[config.mk]
export PLATFORM = sky130hd
export DESIGN_NAME = codec_shadow_writer
export DESIGN_NICKNAME = d
export VERILOG_FILES = /design/src/rtl/codec_shadow_pkg.sv /design/src/rtl/vol_map.sv /design/src/rtl/cmd_fifo.sv /design/src/rtl/byte_tx.sv /design/src/rtl/codec_shadow_writer.sv
export SDC_FILE = /design/constraint.sdc
export NUM_CORES = 1
export LEC_CHECK = 0
export BUFFER_PORTS_ARGS = -buffer_cell sky130_fd_sc_hd__buf_2
export CELL_PAD_IN_SITES_DETAIL_PLACEMENT = 0
export CELL_PAD_IN_SITES_GLOBAL_PLACEMENT = 2
export CORE_MARGIN = 3
export CORE_UTILIZATION = 40
export DETAILED_ROUTE_END_ITERATION = 8
export PLACE_DENSITY_LB_ADDON = 0.1
export SLEW_MARGIN = 5
export SYNTH_ARGS = -nofsm -noshare
export SYNTH_HDL_FRONTEND = slang
export SYNTH_HIERARCHICAL = 1
export SYNTH_SLANG_ARGS = --single-unit
[constraint.sdc]
create_clock -name clk -period 19.4 [get_ports clk]
set_clock_uncertainty 0.05 [all_clocks]
set_input_delay 2.91 -clock clk [delete_from_list [all_inputs] [get_ports clk]]
set_output_delay 2.91 -clock clk [all_outputs]
set_load 0.02 [all_outputs]
[src/rtl/codec_shadow_pkg.sv]
package codec_shadow_pkg;
  localparam int WORD_W   = 16;
  localparam int BYTE_W   = 8;
  localparam int MAX_PUSH = 4;
  localparam int PUSH_CW  = $clog2(MAX_PUSH + 1);
  typedef logic [WORD_W-1:0] word_t;
  typedef enum logic {PATH_PLAY = 1'b0, PATH_CAPT = 1'b1} vol_path_e;
endpackage

[src/rtl/vol_map.sv]
module vol_map import codec_shadow_pkg::*; #(
  parameter int STEP_W     = 8,
  parameter int STEP_FULL  = 128,
  parameter int PB_OFFSET  = 127,
  parameter int CAP_OFFSET = 79,
  parameter int FIELD_W    = 7,
  parameter int CODE_W     = 8
) (
  input  logic               path,
  input  logic [STEP_W-1:0]  step_l,
  input  logic [STEP_W-1:0]  step_r,
  input  logic [CODE_W-1:0]  cur_l,
  input  logic [CODE_W-1:0]  cur_r,
  input  logic [FIELD_W-1:0] addr_l,
  output logic [CODE_W-1:0]  code_l,
  output logic [CODE_W-1:0]  code_r,
  output logic               chg_l,
  output logic               chg_r,
  output word_t              words [MAX_PUSH],
  output logic [PUSH_CW-1:0] n_words
);
  localparam int ADDR_HI = FIELD_W;

  function automatic logic [CODE_W-1:0] map_step(input logic [STEP_W-1:0] s, input logic p);
    int v;
    int off;
    v   = (int'(s) > STEP_FULL) ? STEP_FULL : int'(s);
    off = (p == PATH_CAPT) ? CAP_OFFSET : PB_OFFSET;
    return (v == 0) ? '0 : CODE_W'(v + off);
  endfunction

  logic [FIELD_W-1:0] addr_r;
  assign addr_r = FIELD_W'(addr_l + 1'b1);

  always_comb begin
    int idx;
    code_l = map_step(step_l, path);
    code_r = map_step(step_r, path);
    chg_l  = (code_l != cur_l);
    chg_r  = (code_r != cur_r);
    for (int i = 0; i < MAX_PUSH; i++) words[i] = '0;
    idx = 0;
    if (chg_l) begin
      words[idx] = {addr_l, 1'b0, code_l};
      idx++;
      if (path == PATH_PLAY) begin
        words[idx] = {addr_l, 1'b1, code_l};
        idx++;
      end
    end
    if (chg_r) begin
      words[idx] = {addr_r, 1'b0, code_r};
      idx++;
      if (path == PATH_PLAY) begin
        words[idx] = {addr_r, 1'b1, code_r};
        idx++;
      end
    end
    n_words = PUSH_CW'(idx);
  end
endmodule

[src/rtl/cmd_fifo.sv]
module cmd_fifo import codec_shadow_pkg::*; #(
  parameter int DEPTH = 8
) (
  input  logic               clk,
  input  logic               rst,
  input  logic [PUSH_CW-1:0] push_n,
  input  word_t              push_words [MAX_PUSH],
  input  logic               pop,
  output word_t              head,
  output logic               empty,
  output logic               room
);
  localparam int PTR_W = $clog2(DEPTH);
  localparam int CNT_W = $clog2(DEPTH + 1);

  word_t            mem [DEPTH];
  logic [PTR_W-1:0] wr_ptr, rd_ptr;
  logic [CNT_W-1:0] count;

  always_ff @(posedge clk) begin
    for (int i = 0; i < MAX_PUSH; i++)
      if (PUSH_CW'(i) < push_n) mem[wr_ptr + PTR_W'(i)] <= push_words[i];
  end

  always_ff @(posedge clk) begin
    if (rst) begin
      wr_ptr <= '0;
      rd_ptr <= '0;
      count  <= '0;
    end else begin
      wr_ptr <= wr_ptr + PTR_W'(push_n);
      if (pop) rd_ptr <= rd_ptr + 1'b1;
      count  <= count + CNT_W'(push_n) - CNT_W'(pop);
    end
  end

  assign head  = mem[rd_ptr];
  assign empty = (count == '0);
  assign room  = (count <= CNT_W'(DEPTH - MAX_PUSH));

  a_r12_no_overflow: assert property (@(posedge clk) disable iff (rst)
    count <= CNT_W'(DEPTH));
  a_r11_no_underflow: assert property (@(posedge clk) disable iff (rst)
    pop |-> !empty);
endmodule

[src/rtl/byte_tx.sv]
module byte_tx import codec_shadow_pkg::*; (
  input  logic              clk,
  input  logic              rst,
  input  logic              q_empty,
  input  word_t             q_head,
  output logic              pop,
  output logic              active,
  output logic [BYTE_W-1:0] tx_byte,
  input  logic              tx_ack
);
  word_t cur;
  logic  low_phase;

  assign pop     = (!active || (tx_ack && low_phase)) && !q_empty;
  assign tx_byte = low_phase ? cur[BYTE_W-1:0] : cur[WORD_W-1:BYTE_W];

  always_ff @(posedge clk) begin
    if (rst) begin
      active    <= 1'b0;
      low_phase <= 1'b0;
      cur       <= '0;
    end else if (pop) begin
      cur       <= q_head;
      active    <= 1'b1;
      low_phase <= 1'b0;
    end else if (active && tx_ack) begin
      if (!low_phase) low_phase <= 1'b1;
      else            active    <= 1'b0;
    end
  end

  a_r3_hold_until_ack: assert property (@(posedge clk) disable iff (rst)
    (active && !tx_ack) |=> (active && $stable(tx_byte)));
  a_r3_high_then_low: assert property (@(posedge clk) disable iff (rst)
    (active && tx_ack && !low_phase) |=> (active && tx_byte == $past(cur[BYTE_W-1:0])));
endmodule

[src/rtl/codec_shadow_writer.sv]
module codec_shadow_writer import codec_shadow_pkg::*; #(
  parameter int NUM_REGS   = 24,
  parameter int REG_W      = 9,
  parameter int HADDR_W    = 8,
  parameter int HDATA_W    = 17,
  parameter int STEP_W     = 8,
  parameter int STEP_FULL  = 128,
  parameter int PB_OFFSET  = 127,
  parameter int CAP_OFFSET = 79,
  parameter int PB_LEFT    = 3,
  parameter int CAP_LEFT   = 14,
  parameter int QDEPTH     = 8
) (
  input  logic               clk,
  input  logic               rst,
  input  logic               reg_wr_en,
  input  logic [HADDR_W-1:0] reg_wr_addr,
  input  logic [HDATA_W-1:0] reg_wr_data,
  input  logic               vol_wr_en,
  input  logic               vol_wr_path,
  input  logic [STEP_W-1:0]  vol_wr_left,
  input  logic [STEP_W-1:0]  vol_wr_right,
  input  logic [HADDR_W-1:0] rd_addr,
  output logic [REG_W-1:0]   rd_data,
  input  logic               vol_rd_path,
  output logic [STEP_W-1:0]  vol_rd_left,
  output logic [STEP_W-1:0]  vol_rd_right,
  output logic               ready,
  output logic               busy,
  output logic               tx_req,
  output logic [BYTE_W-1:0]  tx_byte,
  input  logic               tx_ack
);
  localparam int RIDX_W  = $clog2(NUM_REGS);
  localparam int FIELD_W = WORD_W - REG_W;
  localparam int CODE_W  = REG_W - 1;

  logic [REG_W-1:0] shadow [NUM_REGS];

  // request acceptance
  logic reg_in_range, reg_ok, vol_ok;
  assign reg_in_range = (reg_wr_addr < HADDR_W'(NUM_REGS)) &&
                        (reg_wr_data[HDATA_W-1:WORD_W] == '0);
  assign reg_ok = reg_wr_en && ready && reg_in_range;
  assign vol_ok = vol_wr_en && !reg_wr_en && ready;

  logic [RIDX_W-1:0] vol_base, vol_base_r, rd_vbase;
  assign vol_base   = (vol_wr_path == PATH_CAPT) ? RIDX_W'(CAP_LEFT) : RIDX_W'(PB_LEFT);
  assign vol_base_r = RIDX_W'(vol_base + 1'b1);
  assign rd_vbase   = (vol_rd_path == PATH_CAPT) ? RIDX_W'(CAP_LEFT) : RIDX_W'(PB_LEFT);

  // volume conversion
  logic [CODE_W-1:0]  code_l, code_r;
  logic               chg_l, chg_r;
  word_t              vol_words [MAX_PUSH];
  logic [PUSH_CW-1:0] vol_n;

  vol_map #(
    .STEP_W(STEP_W), .STEP_FULL(STEP_FULL), .PB_OFFSET(PB_OFFSET),
    .CAP_OFFSET(CAP_OFFSET), .FIELD_W(FIELD_W), .CODE_W(CODE_W)
  ) u_map (
    .path   (vol_wr_path),
    .step_l (vol_wr_left),
    .step_r (vol_wr_right),
    .cur_l  (shadow[vol_base][CODE_W-1:0]),
    .cur_r  (shadow[vol_base_r][CODE_W-1:0]),
    .addr_l (FIELD_W'(vol_base)),
    .code_l (code_l),
    .code_r (code_r),
    .chg_l  (chg_l),
    .chg_r  (chg_r),
    .words  (vol_words),
    .n_words(vol_n)
  );

  // queue push selection
  logic [PUSH_CW-1:0] push_n;
  word_t              push_words [MAX_PUSH];

  always_comb begin
    push_n = '0;
    for (int i = 0; i < MAX_PUSH; i++) push_words[i] = '0;
    if (reg_ok) begin
      push_n        = PUSH_CW'(1);
      push_words[0] = {reg_wr_addr[FIELD_W-1:0], reg_wr_data[REG_W-1:0]};
    end else if (vol_ok) begin
      push_n = vol_n;
      for (int i = 0; i < MAX_PUSH; i++) push_words[i] = vol_words[i];
    end
  end

  // shadow storage
  always_ff @(posedge clk) begin
    if (rst) begin
      for (int i = 0; i < NUM_REGS; i++) shadow[i] <= '0;
    end else if (reg_ok) begin
      shadow[reg_wr_addr[RIDX_W-1:0]] <= reg_wr_data[REG_W-1:0];
    end else if (vol_ok) begin
      if (chg_l) shadow[vol_base]   <= {1'b0, code_l};
      if (chg_r) shadow[vol_base_r] <= {1'b0, code_r};
    end
  end

  // read-back
  function automatic logic [STEP_W-1:0] to_step(input logic [CODE_W-1:0] c, input logic p);
    int off;
    off = (p == PATH_CAPT) ? CAP_OFFSET : PB_OFFSET;
    return (int'(c) > off) ? STEP_W'(int'(c) - off) : '0;
  endfunction

  always_ff @(posedge clk) begin
    if (rst) begin
      rd_data      <= '0;
      vol_rd_left  <= '0;
      vol_rd_right <= '0;
    end else begin
      rd_data      <= (rd_addr < HADDR_W'(NUM_REGS)) ? shadow[rd_addr[RIDX_W-1:0]] : '0;
      vol_rd_left  <= to_step(shadow[rd_vbase][CODE_W-1:0], vol_rd_path);
      vol_rd_right <= to_step(shadow[RIDX_W'(rd_vbase + 1'b1)][CODE_W-1:0], vol_rd_path);
    end
  end

  // queue and byte engine
  word_t q_head;
  logic  q_empty, q_room, q_pop, tx_active;

  cmd_fifo #(.DEPTH(QDEPTH)) u_fifo (
    .clk(clk), .rst(rst), .push_n(push_n), .push_words(push_words),
    .pop(q_pop), .head(q_head), .empty(q_empty), .room(q_room)
  );

  byte_tx u_tx (
    .clk(clk), .rst(rst), .q_empty(q_empty), .q_head(q_head), .pop(q_pop),
    .active(tx_active), .tx_byte(tx_byte), .tx_ack(tx_ack)
  );

  assign tx_req = tx_active;
  assign busy   = tx_active || !q_empty;
  assign ready  = q_room;

  a_r4_bad_write_silent: assert property (@(posedge clk) disable iff (rst)
    (reg_wr_en && !busy && !reg_in_range) |=> !busy);
  a_r6_capture_ceiling: assert property (@(posedge clk) disable iff (rst)
    (vol_ok && vol_wr_path == PATH_CAPT) |->
      (int'(code_l) <= CAP_OFFSET + STEP_FULL && int'(code_r) <= CAP_OFFSET + STEP_FULL));
  a_r5_playback_floor: assert property (@(posedge clk) disable iff (rst)
    (vol_ok && vol_wr_path == PATH_PLAY && vol_wr_left != '0) |-> int'(code_l) > PB_OFFSET);
  a_r8_skip_no_push: assert property (@(posedge clk) disable iff (rst)
    (vol_ok && !chg_l && !chg_r && !busy) |=> !busy);
endmodule

Word level (Yosys, flattened, before mapping)
Memory sizes are Yosys's and may differ from the RTL's. A register that Yosys moved wholly into a read port is not among the register bits.
Cells that the tools add are included.
{ "classes": {"n_addsub": 16, "n_mul": 0, "n_div": 0, "order_cmp": 15, "eq_ne": 2, "shift": 0, "muxes": 63, "bitwise": 6, "n_reduce_logical": 28} }
{ "ops": {"columns": ["operator", "count"], "rows": [
  ["64-bit 2-to-1 mux", 3],
  ["64-bit bitwise mux", 2],
  ["16-bit demux with 2-bit select", 2],
  ["32-bit by 3-bit greater-or-equal comparator with 1-bit output, second input constant", 2],
  ["32-bit zero test", 2],
  ["32-bit by 1-bit < comparator with 1-bit output, second input constant", 2],
  ["32-bit inverter", 2],
  ["16-bit 2-to-1 mux", 3],
  ["48-bit 2-to-1 mux", 1],
  ["8-bit 2-to-1 mux", 5],
  ["9-bit by 32-bit > comparator with 1-bit output", 1],
  ["1-bit 2-to-1 mux", 29],
  ["29-bit 2-to-1 mux", 1],
  ["9-bit 2-to-1 mux", 3],
  ["9-bit OR reduction", 3],
  ["8-bit adder", 2],
  ["8-bit > comparator, second input constant", 2],
  ["8-bit by 5-bit < comparator with 1-bit output, second input constant", 2],
  ["8-bit != test", 2],
  ["4-bit by 1-bit adder with 5-bit output, second input constant", 3],
  ["5-bit 2-to-1 mux", 3],
  ["13-bit 2-to-1 mux", 1],
  ["3-bit 2-to-1 mux", 4],
  ["6-bit 2-to-1 mux", 2],
  ["other kinds (22)", 48]
]} }
{ "totals": {"regBits": 28, "latchBits": 0, "ramBits": 344, "rom_bits": 0, "input_bits": 56, "out_inout_bits": 36, "word_cells": 139, "n_memories": 2} }
{ "memory_table": {"columns": ["name", "depth", "width", "rd", "rd_clocked_by_memory_dff", "wr", "line_no", "source"], "rows": [
  ["shadow", 24, 9, 5, 1, 24, "codec_shadow_writer.sv:38", "logic [REG_W-1:0] shadow [NUM_REGS];"],
  ["u_fifo.mem", 8, 16, 1, 1, 4, "cmd_fifo.sv:16", "word_t mem [DEPTH];"]
]} }

Depth between registers and ports, before layout
{ "depth": {"ltp_word": 17, "mapped_depth": 25, "depth_no_buf": 21} }

Cells and area by module
The synthesis kept the hierarchy.
{ "by_module_without_submodules": {"columns": ["mod", "instances", "cells_per_inst", "area_each_um2", "seq_area_each_um2"], "rows": [
  ["codec_shadow_writer", 1, 1067, 14815.5, 9128.8],
  ["cmd_fifo", 1, 846, 9161.3, 4103.9],
  ["vol_map", 1, 303, 1909.3, 0.0],
  ["byte_tx", 1, 87, 903.4, 360.3]
]} }

Least setup slack after synthesis
No wires, ideal clock.
{ "synth_timing": {"kind": "input to register", "startpoint": "input vol_wr_path", "endpoint": "memory u_fifo/mem[6][0] (netlist bit), enable pin", "setup_time_ps": 452, "arrival_time_ps": 7715, "required_ps": 18898, "path_slack_ps": 11183, "stages": 18, "path_buffers": 6, "cell_sequence": "buf_2 > buf_1 > mux2_2 > or4_4 > a2111oi_2 > a211oi_1 > or4b_1 > buf_2 > nor2_4 > mux2_2 > a21o_1 > a21oi_1 > or3_1 > clkbuf_1 > and2_1 > buf_2 > buf_2 > o221ai_1"} }
{ "synth_lines": {"columns": ["item", "line_no", "source"], "rows": [
  ["start, declared", "codec_shadow_writer.sv:20", "input logic vol_wr_path,"],
  ["end, declared", "cmd_fifo.sv:16", null]
]} }

==> impl_metrics.toml <==
[run_status]
status = "completed"

[job]
maxCapViolations = 0

[synthesis]
synth_flop_cell = "edfxtp_1"
synth_top_family_by_area = "multiplexers"
synth_compound_area_frac = 0.1147
synth-simple-area-share = 0.1219
syn-cell-area_mm2 = 0.02679
syn_area_per_cell_um2 = 11.63
postSynthCellCount = 2303
synth.yosys.warnings = 6
ys_types = 88
synthMuxAreaShare = 0.1778
ys_ff_latch = 472
synthTopCellsByArea = "edfxtp_1, mux4_2, mux2i_1, dfxtp_1, nor2_1"
yosysTopAreaCell = "edfxtp_1"
synth-seq-area-share = 0.5074
synth_adder_area_share = 0.01597
synth.top_cell.area_share = 0.4641
synth_xor_area_frac = 0.01350
synth_edf_count = 414
ys_async_sr_fraction = 0

[routing]
drc_errors = 0
avgViaCountPerCell = 5.827
drt-total-wl_um = 88840
vias = 19320
wl_per_cell_um = 26.80
drt_pass1_iterations = 5
drt-initial-drc-count = 1781
antenna_left = 0

[floorplan]
fp-row-count = 94
initial_core_util = 0.4053
die-height_um = 264.8
dieArea_mm2 = 0.07011
io-pin-count = 92
die-width_um = 264.8
coreArea_mm2 = 0.06610

[sta]
rsz0062_at_grt = "false"
final_hold_viol_count = 0
fin_crit_ns = 9.540
finalSetupViolations = 0
tns_ns = 0
slew_viol_final = 0
fmax_mhz = 104.8
fin_crit_sh = 0.4918
slew_headroom = 0.2115
tightest_slew_ns = 1.180

[critical_path]
critPathMaxFanout = 37
critPathRequiredTime_ns = 19.72
rr_worst_depth = 13
cp_slowest_cell = "and2_1"
critPathLaunchType = "input pin"
crit_family = "simple AND/OR/NAND/NOR gates"
cp_cell_sequence = "buf_2 > buf_4 > inv_1 > ha_1 > a21oi_1 > o211ai_1 > o211ai_1 > xnor2_1 > a2111oi_0 > or4b_1 > buf_4 > ha_1 > o21ai_0 > o21ai_0 > and2_1 > a21oi_1 > or3_1 > and2_1 > o211ai_1 > buf_4"
max_stage_delay_ns = 0.91
critPathBufInv = 5
worstPathArrival_ns = 9.86
cp.depth = 20
end_kind = "register"
critical_path_class = "in2reg"

[cts]
ctsHoldBuffers = 0
cts-buffers-inserted = 53
cts_tree = "built"
cts_buffer_depth = 3
cts_setup_buffers = 0
ctsResizeCount = 0
htreeDepth = 2
worst_skew_pair.late_latency_ns = 0.64
path_clk_slew_ns = 0.06
clock_sinks = 472
cts_root_buf = "clkbuf_16"

[final_layout]
multiInputGateArea_mm2 = 0.01253
diodes = 0
drive_above_1_share = 0.1758
fillCellCount = 6146
area_growth_pct = 11.72
final-seq-area_mm2 = 0.01359
nNetsFinal = 2499
final_area_mm2 = 0.02993

[place]
dpl_cell_area_mm2 = 0.02818
io_buffers = 84
gp_congestion = 0.8330
hpwl_um = 59100

[grt]
grt.total_usage = 0.2503
grt_pass1_vias = 19380
overflow = 0
grt_max_degree = 79
antenna_found_initial = 1
grt_pass1_wl_um = 129700

[power]
pwr-share-comb = 0.215
ir_drop_mv = 0.07312
clockPowerShare = 0.356
p_sw_mw = 0.8514
p_seq_frac = 0.429
p_per_area_mw_per_mm2 = 96.23
power.internal_mw = 2.029
sw_frac_of_total = 0.2956
leakagePower_nw = 10.95

[hold_path]
hold_class = "reg2reg"
hold_depth = 2
state kept, by name (all words and copies together), names as in the netlist, named ones only:
register        count
u_fifo/count        4
u_tx/low_phase      1
vol_rd_left         8
u_fifo/mem        128
rd_data             9
vol_rd_right        8
u_fifo/rd_ptr       3
u_tx/active         1
shadow            288
u_tx/cur           16
u_fifo/wr_ptr       3
cells in the final DEF (no fill, tap or decap), types with 13 or more instances in the layout:
master,instances
nor2_1,233
or3_1,17
buf_4,48
mux2_2,69
dfxtp_1,57
nand2_1,135
buf_2,83
xor2_1,18
o22ai_1,133
inv_1,51
ha_1,31
mux2i_1,159
clkbuf_16,53
conb_1,153
nand3_1,26
nor2b_1,19
a21o_1,28
and2_1,62
edfxtp_1,414
a21oi_1,126
o211ai_1,13
mux4_2,104
xnor2_1,17
nor3_1,61
a22o_1,23
o21ai_0,36
nand2b_1,46
a31oi_1,28
worst reg2reg max path: stages (launching register included):
cell and delay, ns:
edfxtp_1 0.56, mux2_2 0.38, or4_4 0.54, a2111oi_2 0.31, a211oi_1 0.10, or4b_1 0.73, nor2_4 0.30, mux2_2 0.37
a21o_1 0.31, a21oi_1 0.36, or3_1 0.80, and2_1 0.91, o211ai_1 0.34, buf_4 0.30
metrics by stage:
stage          worst slack [ns]  instances  power, mW  utilization  hold slack [ns]
6_report                  9.860       3315      2.880       0.4528           0.4219
2_1_floorplan             11.18       2453      1.687            -           0.3952
3_5_place_dp              9.388       3219      1.876       0.4263           0.4111
4_1_cts                   10.02       3315      2.906       0.4528           0.4254
5_1_grt                   9.507       3315      3.004       0.4528           0.4485
3_3_place_gp              9.369       3219      1.865       0.4263           0.4064
cell usage after synthesis (5+ instances only):
| library cell | n |
|---|---|
| nor4_1 | 5 |
| nor2_1 | 234 |
| o21ai_0 | 40 |
| or3_1 | 17 |
| nor2b_1 | 19 |
| mux4_2 | 104 |
| a21oi_1 | 126 |
| o21a_1 | 5 |
| a22oi_1 | 10 |
| nand2_1 | 135 |
| a221o_1 | 9 |
| xnor2_1 | 17 |
| nand3_1 | 27 |
| o22ai_1 | 133 |
| a211oi_1 | 5 |
| inv_1 | 51 |
| buf_6 | 9 |
| o211ai_1 | 13 |
| xor2_1 | 18 |
| and3b_1 | 5 |
| ha_1 | 31 |
| a22o_1 | 23 |
| buf_2 | 75 |
| a21o_1 | 28 |
| buf_1 | 41 |
| a31oi_1 | 28 |
| nand2b_1 | 46 |
| nor3_1 | 63 |
| nand4_1 | 5 |
| mux2_2 | 69 |
| edfxtp_1 | 414 |
| dfxtp_1 | 58 |
| nor3b_1 | 6 |
| or2_2 | 5 |
| and3_1 | 12 |
| o31ai_1 | 5 |
| buf_4 | 17 |
| clkbuf_1 | 86 |
| mux2i_1 | 163 |
| and2_1 | 62 |
cell type report:
class | instances | share of cell area
clock inverters | 32 | 0.01283
repair buffers | 131 | 0.02592
well taps | 864 | 0.03612
clock buffers | 64 | 0.04569
multi-input cells | 1700 | 0.4187
flip-flops and latches | 472 | 0.4542
inverters | 52 | 0.006521
per-layer routing:
metal,vias to the layer above,share of wire,GRT usage
met2,739,0.50,0.4402
met5,-,0,0
li1,8711,-,-
met3,186,0.056,0.03165
met1,9682,0.41,0.3173
met4,0,0.040,0.09283
cell families (layout without fill, tap and decap cells):
| logic type | after synthesis | count (layout) |
|---|---|---|
| AO/OA/AOI/OAI | 467 | 467 |
| XOR/XNOR | 38 | 38 |
| adder cells (fa/ha/maj) | 33 | 33 |
| buffers and inverters | 281 | 279 |
| flip-flops | 472 | 472 |
| multiplexers | 337 | 337 |
| other | 3 | 153 |
| AND/OR/NAND/NOR | 672 | 672 |
worst paths after layout:
kind	startpoint	to	slack, ns
worst min register to register	u_tx/cur[1]	u_tx/cur[1]	0.42
worst min-delay path	u_tx/cur[1]	u_tx/cur[1]	0.42
worst max register to register	shadow[4][3]	u_fifo/mem[7][6]	12.79
worst max-delay path	vol_wr_path	u_fifo/mem[7][6]	9.86
power by group through the flow:
| stage | clock network, mW | logic (mW) | registers, mW |
|---|---|---|---|
| 6_report | 1.02 | 0.620 | 1.24 |
| 5_1_grt | 1.09 | 0.670 | 1.24 |
| 4_1_cts | 1.05 | 0.620 | 1.24 |
| 3_5_place_dp | 0 | 0.617 | 1.26 |
| 3_3_place_gp | 0 | 0.611 | 1.25 |
| 2_1_floorplan | 0 | 0.446 | 1.24 |
Note: power is estimated with default switching activity, not from simulation.
